--- config.mk ---
export PLATFORM = sky130hd
export DESIGN_NAME = wave_timer
export DESIGN_NICKNAME = d
export VERILOG_FILES = /design/src/rtl/wave_timer_pkg.sv /design/src/rtl/wt_trig_edge.sv /design/src/rtl/wt_run_ctrl.sv /design/src/rtl/wt_count_reg.sv /design/src/rtl/wave_timer.sv
export SDC_FILE = /design/constraint.sdc
export NUM_CORES = 1
export LEC_CHECK = 0
export ABC_AREA = 1
export BUFFER_PORTS_ARGS = -buffer_cell sky130_fd_sc_hd__buf_4
export CELL_PAD_IN_SITES_DETAIL_PLACEMENT = 1
export CELL_PAD_IN_SITES_GLOBAL_PLACEMENT = 2
export CORE_MARGIN = 2
export CORE_UTILIZATION = 30
export DETAILED_ROUTE_END_ITERATION = 12
export GPL_TIMING_DRIVEN = 1
export PLACE_DENSITY_LB_ADDON = 0.1
export SLEW_MARGIN = 10
export SYNTH_ARGS = -nofsm -noshare
export SYNTH_HDL_FRONTEND = slang
export SYNTH_HIERARCHICAL = 1
export SYNTH_SLANG_ARGS = --single-unit
--- constraint.sdc ---
create_clock -name clk -period 3.83 [get_ports clk]
set_clock_uncertainty 0.1 [all_clocks]
set_input_delay 0.1915 -clock clk [delete_from_list [all_inputs] [get_ports clk]]
set_output_delay 0.1915 -clock clk [all_outputs]
set_load 0.01 [all_outputs]
--- src/rtl/wave_timer_pkg.sv ---
package wave_timer_pkg;

  localparam int CNT_W = 16;
  localparam logic [CNT_W-1:0] CNT_ONE = CNT_W'(1);

  typedef enum logic [1:0] {
    MODE_UP     = 2'd0,
    MODE_DOWN   = 2'd1,
    MODE_UPDOWN = 2'd2,
    MODE_UP_ALT = 2'd3
  } cnt_mode_e;

  typedef enum logic [1:0] {
    ACT_NONE   = 2'd0,
    ACT_START  = 2'd1,
    ACT_STOP   = 2'd2,
    ACT_RELOAD = 2'd3
  } trig_act_e;

  typedef struct packed {
    logic [CNT_W-1:0] nxt;
    logic             going_down;
    logic             ovf;
    logic             unf;
  } step_t;

  // One counting tick: next value, direction and turning-point flags.
  function automatic step_t count_step(cnt_mode_e mode, logic [CNT_W-1:0] cur,
                                       logic [CNT_W-1:0] top, logic going_down);
    step_t s;
    s.nxt        = cur;
    s.going_down = going_down;
    s.ovf        = 1'b0;
    s.unf        = 1'b0;
    case (mode)
      MODE_DOWN: begin
        if (cur == '0) begin
          s.nxt = top;
          s.unf = 1'b1;
        end else begin
          s.nxt = cur - CNT_ONE;
        end
      end
      MODE_UPDOWN: begin
        if (going_down) begin
          if (cur == '0) begin
            s.nxt        = CNT_ONE;
            s.going_down = 1'b0;
            s.unf        = 1'b1;
          end else begin
            s.nxt = cur - CNT_ONE;
          end
        end else if (cur == top) begin
          s.nxt        = top - CNT_ONE;
          s.going_down = 1'b1;
          s.ovf        = 1'b1;
        end else begin
          s.nxt = cur + CNT_ONE;
        end
      end
      default: begin
        if (cur == top) begin
          s.nxt = '0;
          s.ovf = 1'b1;
        end else begin
          s.nxt = cur + CNT_ONE;
        end
      end
    endcase
    return s;
  endfunction

  function automatic logic [CNT_W-1:0] reload_value(cnt_mode_e mode, logic [CNT_W-1:0] top);
    return (mode == MODE_DOWN) ? top : '0;
  endfunction

  function automatic logic update_source(cnt_mode_e mode, logic ovf, logic unf);
    return (mode == MODE_DOWN || mode == MODE_UPDOWN) ? unf : ovf;
  endfunction

  function automatic logic act_is(logic [1:0] act, trig_act_e want, logic edge_seen);
    return edge_seen && (trig_act_e'(act) == want);
  endfunction

endpackage

--- src/rtl/wt_trig_edge.sv ---
module wt_trig_edge
  import wave_timer_pkg::*;
#(
  parameter int SYNC_STAGES = 2
) (
  input  logic       clk,
  input  logic       rst_n,
  input  logic       trig_in,
  input  logic [1:0] rise_act,
  input  logic [1:0] fall_act,
  output logic       trig_start,
  output logic       trig_stop,
  output logic       trig_reload
);
  localparam int LAST = SYNC_STAGES - 1;

  logic [SYNC_STAGES-1:0] sync_q;
  logic                   prev_q;
  logic                   rise_seen;
  logic                   fall_seen;

  always_ff @(posedge clk or negedge rst_n) begin
    if (!rst_n) begin
      sync_q <= '0;
      prev_q <= 1'b0;
    end else begin
      sync_q[0] <= trig_in;
      prev_q    <= sync_q[LAST];
      for (int i = 1; i < SYNC_STAGES; i++) sync_q[i] <= sync_q[i-1];
    end
  end

  assign rise_seen = sync_q[LAST] && !prev_q;
  assign fall_seen = !sync_q[LAST] && prev_q;

  assign trig_start  = act_is(rise_act, ACT_START, rise_seen)  || act_is(fall_act, ACT_START, fall_seen);
  assign trig_stop   = act_is(rise_act, ACT_STOP, rise_seen)   || act_is(fall_act, ACT_STOP, fall_seen);
  assign trig_reload = act_is(rise_act, ACT_RELOAD, rise_seen) || act_is(fall_act, ACT_RELOAD, fall_seen);
endmodule

--- src/rtl/wt_run_ctrl.sv ---
module wt_run_ctrl (
  input  logic clk,
  input  logic rst_n,
  input  logic sw_start,
  input  logic sw_stop,
  input  logic trig_start,
  input  logic trig_stop,
  output logic start_evt,
  output logic stop_evt,
  output logic run_o
);
  assign start_evt = sw_start || trig_start;
  assign stop_evt  = sw_stop || trig_stop;

  // Stop takes precedence over start.
  always_ff @(posedge clk or negedge rst_n) begin
    if (!rst_n)         run_o <= 1'b0;
    else if (stop_evt)  run_o <= 1'b0;
    else if (start_evt) run_o <= 1'b1;
  end
endmodule

--- src/rtl/wt_count_reg.sv ---
module wt_count_reg
  import wave_timer_pkg::*;
(
  input  logic             clk,
  input  logic             rst_n,
  input  logic [1:0]       mode_sel,
  input  logic [CNT_W-1:0] top_val,
  input  logic             run,
  input  logic             tick_en,
  input  logic             wr,
  input  logic [CNT_W-1:0] wr_data,
  input  logic             reload,
  output logic [CNT_W-1:0] cnt_o,
  output logic             adv_o,
  output logic             ovf_o,
  output logic             unf_o,
  output logic             upd_o
);
  cnt_mode_e mode;
  step_t     step;
  logic      down_q;
  logic      counting;

  assign mode     = cnt_mode_e'(mode_sel);
  assign adv_o    = run && tick_en;
  assign counting = adv_o && !wr && !reload;
  assign step     = count_step(mode, cnt_o, top_val, down_q);

  always_ff @(posedge clk or negedge rst_n) begin
    if (!rst_n) begin
      cnt_o  <= '0;
      down_q <= 1'b0;
    end else if (wr) begin
      cnt_o <= wr_data;
    end else if (reload) begin
      cnt_o  <= reload_value(mode, top_val);
      down_q <= 1'b0;
    end else if (adv_o) begin
      cnt_o  <= step.nxt;
      down_q <= step.going_down;
    end
  end

  always_ff @(posedge clk or negedge rst_n) begin
    if (!rst_n) begin
      ovf_o <= 1'b0;
      unf_o <= 1'b0;
      upd_o <= 1'b0;
    end else begin
      ovf_o <= counting && step.ovf;
      unf_o <= counting && step.unf;
      upd_o <= counting && update_source(mode, step.ovf, step.unf);
    end
  end
endmodule

--- src/rtl/wave_timer.sv ---
module wave_timer
  import wave_timer_pkg::*;
#(
  parameter int SYNC_STAGES = 2
) (
  input  logic             clk,
  input  logic             rst_n,
  input  logic             tick_en,
  input  logic [1:0]       mode_sel,
  input  logic [CNT_W-1:0] top_val,
  input  logic             sw_start,
  input  logic             sw_stop,
  input  logic             sw_wr,
  input  logic [CNT_W-1:0] sw_wr_data,
  input  logic             trig_in,
  input  logic [1:0]       rise_act,
  input  logic [1:0]       fall_act,
  output logic [CNT_W-1:0] cnt,
  output logic             running,
  output logic             ovf_pulse,
  output logic             unf_pulse,
  output logic             upd_pulse
);
  logic trig_start;
  logic trig_stop;
  logic reload_evt;
  logic start_evt;
  logic stop_evt;
  logic adv;

  wt_trig_edge #(.SYNC_STAGES(SYNC_STAGES)) trig_i (
    .clk        (clk),
    .rst_n      (rst_n),
    .trig_in    (trig_in),
    .rise_act   (rise_act),
    .fall_act   (fall_act),
    .trig_start (trig_start),
    .trig_stop  (trig_stop),
    .trig_reload(reload_evt)
  );

  wt_run_ctrl run_i (
    .clk       (clk),
    .rst_n     (rst_n),
    .sw_start  (sw_start),
    .sw_stop   (sw_stop),
    .trig_start(trig_start),
    .trig_stop (trig_stop),
    .start_evt (start_evt),
    .stop_evt  (stop_evt),
    .run_o     (running)
  );

  wt_count_reg cnt_i (
    .clk     (clk),
    .rst_n   (rst_n),
    .mode_sel(mode_sel),
    .top_val (top_val),
    .run     (running),
    .tick_en (tick_en),
    .wr      (sw_wr),
    .wr_data (sw_wr_data),
    .reload  (reload_evt),
    .cnt_o   (cnt),
    .adv_o   (adv),
    .ovf_o   (ovf_pulse),
    .unf_o   (unf_pulse),
    .upd_o   (upd_pulse)
  );
endmodule

==> reports/qor.csv, run 1 <==
metric;value;unit
critical path's top delay family;simple AND/OR/NAND/NOR gates;
clk buf depth;2;
initial antenna violation count;0;
Hold Violations, Final;0;
Post-Syn Area;3329;sq um
antenna diode count;0;
vias per cell;4.943;
Starting Density;30.71;%
worst-path maximum fanout;13;
WP buf/inv;2;
# setup viols final;0;
die area;11960;sq um
Max Cap Viol;0;
Max Transition Viols Final;0;
Post-Synthesis Cells;607;
fin crit share;77.55;%
DRC violations left;0;
clk root buf;clkbuf_8;
setup TNS;0;ns
peak supply drop;0.0001604;V
status;finished clean;
commonest non-fill, non-tap cell in the layout;nand2_1;
most frequent cells in the layout;nand2_1, nor2_1, inv_1;
Syn-to-layout area delta;18.94;%
Detailed Routing Iterations Pass 1;5;
Max-slew headroom;51.71;%
layout cell share with drive strength beyond 1;15.27;%
largest net degree at the start of global routing;25;
Synth Net Count;657;
Worst-Margin Slew;0.7235;ns
Die H;109.3;um
CORE AREA;10840;sq um
max incr delay on CP;0.55;ns
vias;3930;
critical path arrival;3.08;ns
first-pass GRT wire length;21790;um
Critical Path Sink Type;register;
WL per Instance;17.12;um
Tot Pwr;1166;uW
Num Clock Sinks;24;
IO buf count;64;
CTS tree;yes;
Placer Congestion;0.8988;
crit start category;register;
hold crit path type;input pin to register;
Ports;65;
Avg Inst Size Synth;5.485;sq um
RSZ-0062 raised after global routing;no;
Final ANT Viol Nets;0;
clock transition at the registers of the reported paths;0.10;ns
Most Crowded Layer GR;met2;
slowest CP cell;dfrtp_1;
Synth Warn #;6;
DR iter-0 viols;199;
detailed placement HPWL;11110;um
Clk Latency, worst-skew pair;0.27;ns
all-layer global routing usage;23.59;%
CTS H-Tree Depth;1;
critical path type;register to register;
required time of the critical path;3.94;ns
final net count;706;
Post-CTS Resized;0;
Lkg Pwr;0.002128;uW
achievable frequency;336.7;MHz
GR Util met3;2.312;%
num rows;38;
number of global-route vias before repair;3956;
Die X;109.3;um
CTS Buf Count;3;
GRT overflow;0;
Fillers;1515;
routing usage on met1;35.97;%
crit-path cells;inv_2 > ha_1 > nand3_2 > nor2_4 > nand4_4 > nor2_2 > inv_1 > nand2_1 > nand2_1 > nand2_1 > nand2_1 > nand2_1 > nand2_1 > nand2_1 > nand2_1 > nand2_1;
M2 GR Usage;36.02;%
WL final;13610;um
PwrDens;294.4;nW/um^2
crit-path most repeated cell;nand2_1;
min cycle time layout;2.970;ns
post-layout util;36.53;%
## layer usage
metal | part of all wire, % | vias up | wire length [um]
li1 | - | 1970 | -
met1 | 50 | 1831 | 6786
met2 | 43 | 121 | 5876
met3 | 5.9 | 8 | 806
met4 | 1.1 | 0 | 145
met5 | 0 | - | 0
## sequential cells by signal, indices dropped and copies added, names as in the netlist
signal and count:
run_i/run_o 1, cnt_i/cnt_o 16, cnt_i/unf_o 1, cnt_i/upd_o 1, trig_i/prev_q 1, cnt_i/down_q 1, trig_i/sync_q 2, cnt_i/ovf_o 1
## worst reg2reg max path, cell delays in order (launching register included)
cell and delay, ns:
dfrtp_1 0.55, inv_2 0.22, ha_1 0.26, nand3_2 0.14, nor2_4 0.20, nand4_4 0.29, nor2_2 0.41, inv_1 0.11
nand2_1 0.09, nand2_1 0.05, nand2_1 0.06, nand2_1 0.07, nand2_1 0.09, nand2_1 0.08, nand2_1 0.08, nand2_1 0.06
nand2_1 0.05
## area by class of cell
cell class | count | area (sq um) | area share, %
Tap cell | 140 | 175.2 | 4.423
Sequential cell | 24 | 600.6 | 15.17
Multi-Input combinational cell | 479 | 2292 | 57.88
Clock buffer | 3 | 41.29 | 1.043
Timing Repair Buffer | 69 | 523.0 | 13.21
Inverter | 79 | 297.8 | 7.520
Clock inverter | 1 | 30.03 | 0.7583
## power by group
part,switching (uW),internal (uW)
Sequential,101,284
Clock,90.8,140
Combinational,340,210
## stage by stage
step	instance area (sq um)	std cells	setup WS (ns)	hold WS, ns
after global routing	3960	795	0.6043	0.08564
final	3960	795	0.8598	0.06404
after global placement	3869	789	0.8831	0.01879
after floorplan	3329	607	1.689	-0.2041
after CTS	3960	795	0.8707	0.06582
after detailed placement	3869	789	0.8779	0.02088
## path summary, 6_finish.rpt
| kind | startpoint | to | slack [ns] | cells after the start |
|---|---|---|---|---|
| min in group asynchronous | rst_n | cnt_i/cnt_o[13]$_DFFE_PN0P_ | 0.25 | 2 |
| max | cnt_i/cnt_o[0]$_DFFE_PN0P_ | cnt_i/cnt_o[10]$_DFFE_PN0P_ | 0.86 | 16 |
| max reg2reg | cnt_i/cnt_o[0]$_DFFE_PN0P_ | cnt_i/cnt_o[10]$_DFFE_PN0P_ | 0.86 | 16 |
| min reg2reg | trig_i/sync_q[0]$_DFF_PN0_ | trig_i/sync_q[1]$_DFF_PN0_ | 0.28 | 0 |
| max in group asynchronous | rst_n | cnt_i/cnt_o[5]$_DFFE_PN0P_ | 3.12 | 2 |
| min | sw_start | run_i/run_o$_DFFE_PN0P_ | 0.06 | 3 |
## timing repair
action / in CTS / in global routing
buffers inserted: 0 / 0
hold buffers: 2 / 0
endpoints found under the hold margin: 25 / 0
Power figures use the tool's default switching activity.
==> run 2, diff against run 1 <==
--- a/config.mk
+++ b/config.mk
@@ -10,7 +10,7 @@
 export CELL_PAD_IN_SITES_DETAIL_PLACEMENT = 1
 export CELL_PAD_IN_SITES_GLOBAL_PLACEMENT = 2
 export CORE_MARGIN = 2
-export CORE_UTILIZATION = 30
+export CORE_UTILIZATION = 25
 export DETAILED_ROUTE_END_ITERATION = 12
 export GPL_TIMING_DRIVEN = 1
 export PLACE_DENSITY_LB_ADDON = 0.1
==> constraint.sdc (replaced) <==
create_clock -name clk -period 2.6 [get_ports clk]
set_clock_uncertainty 0.1 [all_clocks]
set_input_delay 0.13 -clock clk [delete_from_list [all_inputs] [get_ports clk]]
set_output_delay 0.13 -clock clk [all_outputs]
set_load 0.01 [all_outputs]
==> run 2 against run 1 <==
Effect of this change: largest power group unchanged; non-clock buffer count increased by 35; core utilization is 3.4 points lower; first-iteration DRC count up 13%; via count increased by 4.9%; power rose by 68%; wire length rose by 11%; flip-flop and latch count did not move; critical path depth is 1 lower; register-to-register slack got worse by 0.72 ns.
==> reports/qor.csv, run 2 (synthesis results as in run 1) <==
metric;value;unit;change
GRT overflow;0;;unchanged
Starting Density;25.34;%;-5.4 points
crit-path most repeated cell;nand2_1;;
Worst-Margin Slew;0.5172;ns;-0.2063 ns
RSZ-0062 raised after global routing;no;;
Critical Path Sink Type;register;;
CTS Buf Count;3;;unchanged
first-pass GRT wire length;23930;um;+9.8%
Placement Setup Slack;0.07427;ns;-0.8037 ns
final net count;742;;+5.1%
Die X;119.4;um;+9.2%
critical path type;register to register;;
DRC violations left;0;;unchanged
achievable frequency;407.1;MHz;+21%
crit-path cells;inv_1 > nand2_1 > nand2_1 > nor2_1 > nand2_1 > nor2_4 > nand2_2 > nand2_2 > inv_1 > nand2_1 > o211ai_1 > nand2_1 > nand3_1 > nand2_1 > o21ai_1;;
crit start category;register;;
Max-slew headroom;65.26;%;+14 points
num rows;42;;+11%
status;finished clean;;
Largest Register;cnt_i/cnt_o;;
clk root buf;clkbuf_16;;
reg-to-reg endpoint;cnt_i/cnt_o[1]$_DFFE_PN0P_;;
Hold Violations, Final;0;;unchanged
max incr delay on CP;0.62;ns;+0.07 ns
die area;14260;sq um;+19%
min cycle time layout;2.456;ns;-0.5138 ns
CTS tree;yes;;
antenna diode count;0;;unchanged
Max Cap Viol;0;;unchanged
fin crit share;94.48;%;+17 points
max FFs per register;16;;unchanged
setup TNS;0;ns;unchanged
# setup viols final;0;;unchanged
reg2reg setup slack;0.14;ns;-0.72 ns
hold depth;3;;unchanged
WL per Instance;17.41;um;+1.7%
commonest non-fill, non-tap cell in the layout;nand2_1;;
layout cell share with drive strength beyond 1;20.26;%;+5.0 points
Ports;65;;unchanged
Largest regs;cnt_i/cnt_o (16), trig_i/sync_q (2);;
critical path's top delay family;simple AND/OR/NAND/NOR gates;;
clock transition at the registers of the reported paths;0.07;ns;-0.03 ns
Clk Latency, worst-skew pair;0.26;ns;about the same
Die H;119.4;um;+9.2%
Detailed Routing Iterations Pass 1;4;;-1
CORE AREA;13140;sq um;+21%
Worst Setup Slack, final;0.1436;ns;-0.7162 ns
CTS H-Tree Depth;1;;unchanged
WP buf/inv;2;;unchanged
DR iter-0 viols;225;;+13%
Lkg Pwr;0.002327;uW;+9.3%
worst-path maximum fanout;9;;-4
critical path arrival;2.51;ns;-0.57 ns
Reg area;603.1;sq um;+0.42%
required time of the critical path;2.65;ns;-1.29 ns
WL final;15100;um;+11%
hold crit path type;input pin to register;;
Fillers;1807;;+19%
Max Transition Viols Final;0;;unchanged
IO buf count;64;;unchanged
vias;4122;;+4.9%
Placer Congestion;0.9169;;+2.0%
peak supply drop;0.0002364;V;+47%
number of global-route vias before repair;4220;;+6.7%
Worst Hold Endpoint;run_i/run_o$_DFFE_PN0P_;;
initial antenna violation count;0;;unchanged
detailed placement HPWL;12290;um;+11%
hold path startpoint;sw_start;;
Worst R2R Path Depth;15;;-1
largest net degree at the start of global routing;28;;+12%
most frequent cells in the layout;nand2_1, buf_4, nor2_1;;
all-layer global routing usage;21.57;%;-2.0 points
Final ANT Viol Nets;0;;unchanged
r2r startpoint;cnt_i/cnt_o[2]$_DFFE_PN0P_;;
vias per cell;4.754;;-3.8%
multi-input combinational cell area;2317;sq um;+1.1%
Syn-to-layout area delta;30.78;%;
PwrDens;449.6;nW/um^2;+53%
slowest CP cell;dfrtp_1;;
Num Clock Sinks;24;;unchanged
clk buf depth;2;;unchanged
## run 2: cell count changes in the layout (fill, tap and decap cells not counted), sizes merged
cell   change
nand4      +1
buf       +35
## run 2: power by group
group	total, uW	switching [uW]	internal [uW]
sequential	514	93.8	421
combinational	986	606	380
clock	458	151	307
## run 2: how the worst max path moves through the flow
| stage | slack (ns) | from | cells past startpoint | end |
|---|---|---|---|---|
| floorplan | 0.46 | cnt_i/cnt_o[0]$_DFFE_PN0P_ | 15 | cnt_i/cnt_o[0]$_DFFE_PN0P_ |
| global placement | 0.10 | cnt_i/cnt_o[1]$_DFFE_PN0P_ | 13 | cnt_i/cnt_o[8]$_DFFE_PN0P_ |
| detailed placement | 0.07 | cnt_i/cnt_o[1]$_DFFE_PN0P_ | 13 | cnt_i/cnt_o[8]$_DFFE_PN0P_ |
| CTS | 0.06 | cnt_i/cnt_o[1]$_DFFE_PN0P_ | 13 | cnt_i/cnt_o[8]$_DFFE_PN0P_ |
| global route | 0.003 | cnt_i/cnt_o[2]$_DFFE_PN0P_ | 15 | cnt_i/cnt_o[1]$_DFFE_PN0P_ |
| finish | 0.14 | cnt_i/cnt_o[2]$_DFFE_PN0P_ | 15 | cnt_i/cnt_o[1]$_DFFE_PN0P_ |
## run 2: tightest hold or removal path, cell delays in order
cell and delay (ns):
buf_4 0.08, nor2_2 0.03, a21oi_2 0.09
## run 2: repair_timing
item / 4_1_cts / 5_1_grt
setup endpoints to repair: 0 / 14
hold endpoints to repair: 25 / 0
buffers inserted: 0 / 7
gates resized for setup: 0 / 6
hold buffers: 2 / 0
## run 2: stage by stage
step	util [%]	hold WS [ns]	cells	instance area, sq um	total power [uW]
6_report	33.14	0.006453	867	4354	1958
5_1_grt	33.14	0.009270	867	4354	2105
4_1_cts	32.53	0.004441	859	4274	1956
3_5_place_dp	31.58	-0.02852	853	4149	1484
3_3_place_gp	31.58	-0.02922	853	4149	1483
2_1_floorplan	-	-0.2656	607	3329	1059
## run 2: metal layers
metal  up-vias  part of all wire, %  global-route usage [%]
li1       2057                    -                       -
met1      1959                   52                   33.39
met2        99                   43                   33.33
met3         7                  4.2                   1.149
met4         0                 0.81                   3.529
met5         -                    0                       0
## run 2: layout make-up
class / count / share of cell area [%]
Clock buffer: 3 / 1.724
Clock inverter: 1 / 0.6897
Inverter: 79 / 6.839
Multi-Input combinational cell: 480 / 53.22
Sequential cell: 24 / 13.85
Tap cell: 176 / 5.057
Timing Repair Buffer: 104 / 18.62
==> run 3, diff against run 2 <==
--- a/config.mk
+++ b/config.mk
@@ -6,12 +6,12 @@
 export NUM_CORES = 1
 export LEC_CHECK = 0
 export ABC_AREA = 1
-export BUFFER_PORTS_ARGS = -buffer_cell sky130_fd_sc_hd__buf_4
 export CELL_PAD_IN_SITES_DETAIL_PLACEMENT = 1
 export CELL_PAD_IN_SITES_GLOBAL_PLACEMENT = 2
 export CORE_MARGIN = 2
-export CORE_UTILIZATION = 25
+export CORE_UTILIZATION = 29
 export DETAILED_ROUTE_END_ITERATION = 12
+export DONT_BUFFER_PORTS = 1
 export GPL_TIMING_DRIVEN = 1
 export PLACE_DENSITY_LB_ADDON = 0.1
 export SLEW_MARGIN = 10
==> run 3 against run 2 <==
Effect of this change: combinational power shrank 11%; critical path type unchanged; highest routed layer unchanged; global-route usage rose by 2.7 points; cell count decreased by 11%.
==> reports/qor.csv, run 3 (synthesis results as in run 1) <==
metric;value;unit;change
status;finished clean;;
Worst Setup Slack, final;0.1895;ns;+0.04594 ns
Placer Congestion;0.9218;;+0.53%
Reg area;605.6;sq um;+0.42%
most frequent cells in the layout;nand2_1, nor2_1, inv_1;;
largest net degree at the start of global routing;27;;-3.6%
initial antenna violation count;0;;unchanged
required time of the critical path;2.72;ns;+0.07 ns
final net count;677;;-8.8%
switch share;44.62;%;+1.2 points
setup TNS;0;ns;unchanged
Max Transition Viols Final;0;;unchanged
Worst R2R Path Depth;12;;-3
num rows;39;;-7.1%
sequential power share;27.5;%;+1.2 points
Fillers;1579;;-13%
critical path arrival;2.53;ns;+0.02 ns
reg-to-reg endpoint;cnt_i/cnt_o[9]$_DFFE_PN0P_;;
commonest non-fill, non-tap cell in the layout;nand2_1;;
die area;12350;sq um;-13%
crit-path cells;buf_4 > inv_1 > nor3_1 > nand3_1 > xor2_1 > o21ai_0 > inv_1 > nand2_1 > nand2_1 > nand2_1 > nand2_1 > nand2_1;;
internal power;1031;uW;-6.9%
Lkg Pwr;0.002003;uW;-14%
Detailed Routing Iterations Pass 1;5;;+1
Die H;111.2;um;-6.9%
Clk Latency, worst-skew pair;0.27;ns;about the same
vias;3930;;-4.7%
CORE AREA;11320;sq um;-14%
achievable frequency;414.9;MHz;+1.9%
critical path's top delay family;simple AND/OR/NAND/NOR gates;;
Max-slew headroom;40.22;%;-25 points
CTS H-Tree Depth;1;;unchanged
r2r startpoint;cnt_i/cnt_o[8]$_DFFE_PN0P_;;
Largest regs;cnt_i/cnt_o (16), trig_i/sync_q (2);;
Placement Setup Slack;0.07615;ns;+0.001886 ns
first-pass GRT wire length;23420;um;-2.1%
clk root buf;clkbuf_16;;
hold crit path type;input pin to register;;
slowest CP cell;dfrtp_1;;
Worst-Margin Slew;0.8958;ns;+0.3786 ns
Tot Pwr;1861;uW;-5.0%
fin crit share;92.71;%;-1.8 points
PwrDens;484.0;nW/um^2;+7.6%
Critical Path Sink Type;register;;
CTS tree;yes;;
detailed placement HPWL;11890;um;-3.2%
layout cell share with drive strength beyond 1;11.34;%;-8.9 points
WL per Instance;19.07;um;+9.5%
vias per cell;5.111;;+7.5%
Hold Violations, Final;0;;unchanged
crit-path most repeated cell;nand2_1;;
all-layer global routing usage;24.30;%;+2.7 points
Die X;111.2;um;-6.9%
Critical path origin;cnt_i/cnt_o[8]$_DFFE_PN0P_;;
DRC violations left;0;;unchanged
max FFs per register;16;;unchanged
clock share of power;25.4;%;+2.0 points
CTS Buf Count;3;;unchanged
Largest Register;cnt_i/cnt_o;;
Worst path depth;12;;-3
IO buf count;0;;-100%
# setup viols final;0;;unchanged
GRT overflow;0;;unchanged
multi-input combinational cell area;2308;sq um;-0.38%
critical path type;register to register;;
antenna diode count;0;;unchanged
Ports;65;;unchanged
worst-path maximum fanout;5;;-4
number of global-route vias before repair;4065;;-3.7%
Starting Density;29.41;%;+4.1 points
max incr delay on CP;0.53;ns;-0.09 ns
Syn-to-layout area delta;15.48;%;
peak supply drop;0.0002390;V;+1.1%
crit start category;register;;
reg2reg setup slack;0.19;ns;+0.05 ns
Num Clock Sinks;24;;unchanged
Max Cap Viol;0;;unchanged
WP buf/inv;3;;+1
hold_ws;0.002479;ns;-0.003973 ns
crit path capture;cnt_i/cnt_o[9]$_DFFE_PN0P_;;
min cycle time layout;2.410;ns;-0.04594 ns
DR iter-0 viols;235;;+4.4%
clk buf depth;2;;unchanged
switching power total;830.3;uW;-2.4%
RSZ-0062 raised after global routing;no;;
clock transition at the registers of the reported paths;0.07;ns;about the same
WL final;14670;um;-2.8%
Final ANT Viol Nets;0;;unchanged
power share of the combinational group;47.1;%;-3.3 points
hold path startpoint;sw_wr_data[14];;
## run 3: cell types whose count changed in the layout (fill, tap and decap cells not counted), moves of 2 or more
cell and delta:
nor2_2 +2, dlygate4sd3_1 +6, dfrtp_1 -2, dfrtp_2 +2
buf_4 -70
## run 3: through the flow
step	instance area [sq um]	utilization (%)	cells
5_1_grt	3845	33.96	769
3_3_place_gp	3595	31.75	755
3_5_place_dp	3595	31.75	755
2_1_floorplan	3329	-	607
4_1_cts	3800	33.57	768
6_report	3845	33.96	769
## run 3: power by group through the flow
stage	combinational, uW	clock, uW	sequential [uW]
2_1_floorplan	573	0	486
3_3_place_gp	822	0	512
3_5_place_dp	831	0	513
4_1_cts	858	479	506
6_report	876	473	511
5_1_grt	988	496	518
## run 3: metal layers
| metal | GRT usage [%] | part of all wire [%] | vias up |
|---|---|---|---|
| li1 | - | - | 1916 |
| met1 | 37.13 | 51 | 1878 |
| met2 | 35.42 | 41 | 123 |
| met3 | 3.827 | 6.4 | 13 |
| met4 | 6.091 | 1.5 | 0 |
| met5 | 0 | 0 | - |
## run 3: worst register-to-register path, stage by stage (launching register included)
cell	delay (ns)
dfrtp_1	0.53
buf_4	0.22
inv_1	0.09
nor3_1	0.25
nand3_1	0.14
xor2_1	0.17
o21ai_0	0.36
inv_1	0.08
nand2_1	0.07
nand2_1	0.11
nand2_1	0.10
nand2_1	0.07
nand2_1	0.05
## run 3: worst min path at each step
| stage | end | slack [ns] | cells after the start |
|---|---|---|---|
| floorplan | cnt_i/cnt_o[0]$_DFFE_PN0P_ | -0.27 | 0 |
| global placement | cnt_i/cnt_o[14]$_DFFE_PN0P_ | -0.26 | 0 |
| detailed placement | cnt_i/cnt_o[12]$_DFFE_PN0P_ | -0.26 | 0 |
| CTS | cnt_i/cnt_o[14]$_DFFE_PN0P_ | 0.002 | 4 |
| global route | cnt_i/cnt_o[14]$_DFFE_PN0P_ | 0.04 | 4 |
| finish | cnt_i/cnt_o[14]$_DFFE_PN0P_ | 0.002 | 4 |
## run 3: what timing repair did
action / 4_1_cts / 5_1_grt
setup endpoints to repair: 0 / 9
hold buffers: 9 / 0
setup buffers: 0 / 1
endpoints found under the hold margin: 31 / 0
resized for setup: 0 / 8
## run 3: final cells by class
type                            instances  area share (%)
Clock buffer                            3           1.952
Timing Repair Buffer                   40           8.981
Sequential cell                        24           15.75
Clock inverter                          1          0.7810
Tap cell                              143           4.653
Inverter                               79           7.842
Multi-Input combinational cell        479           60.04
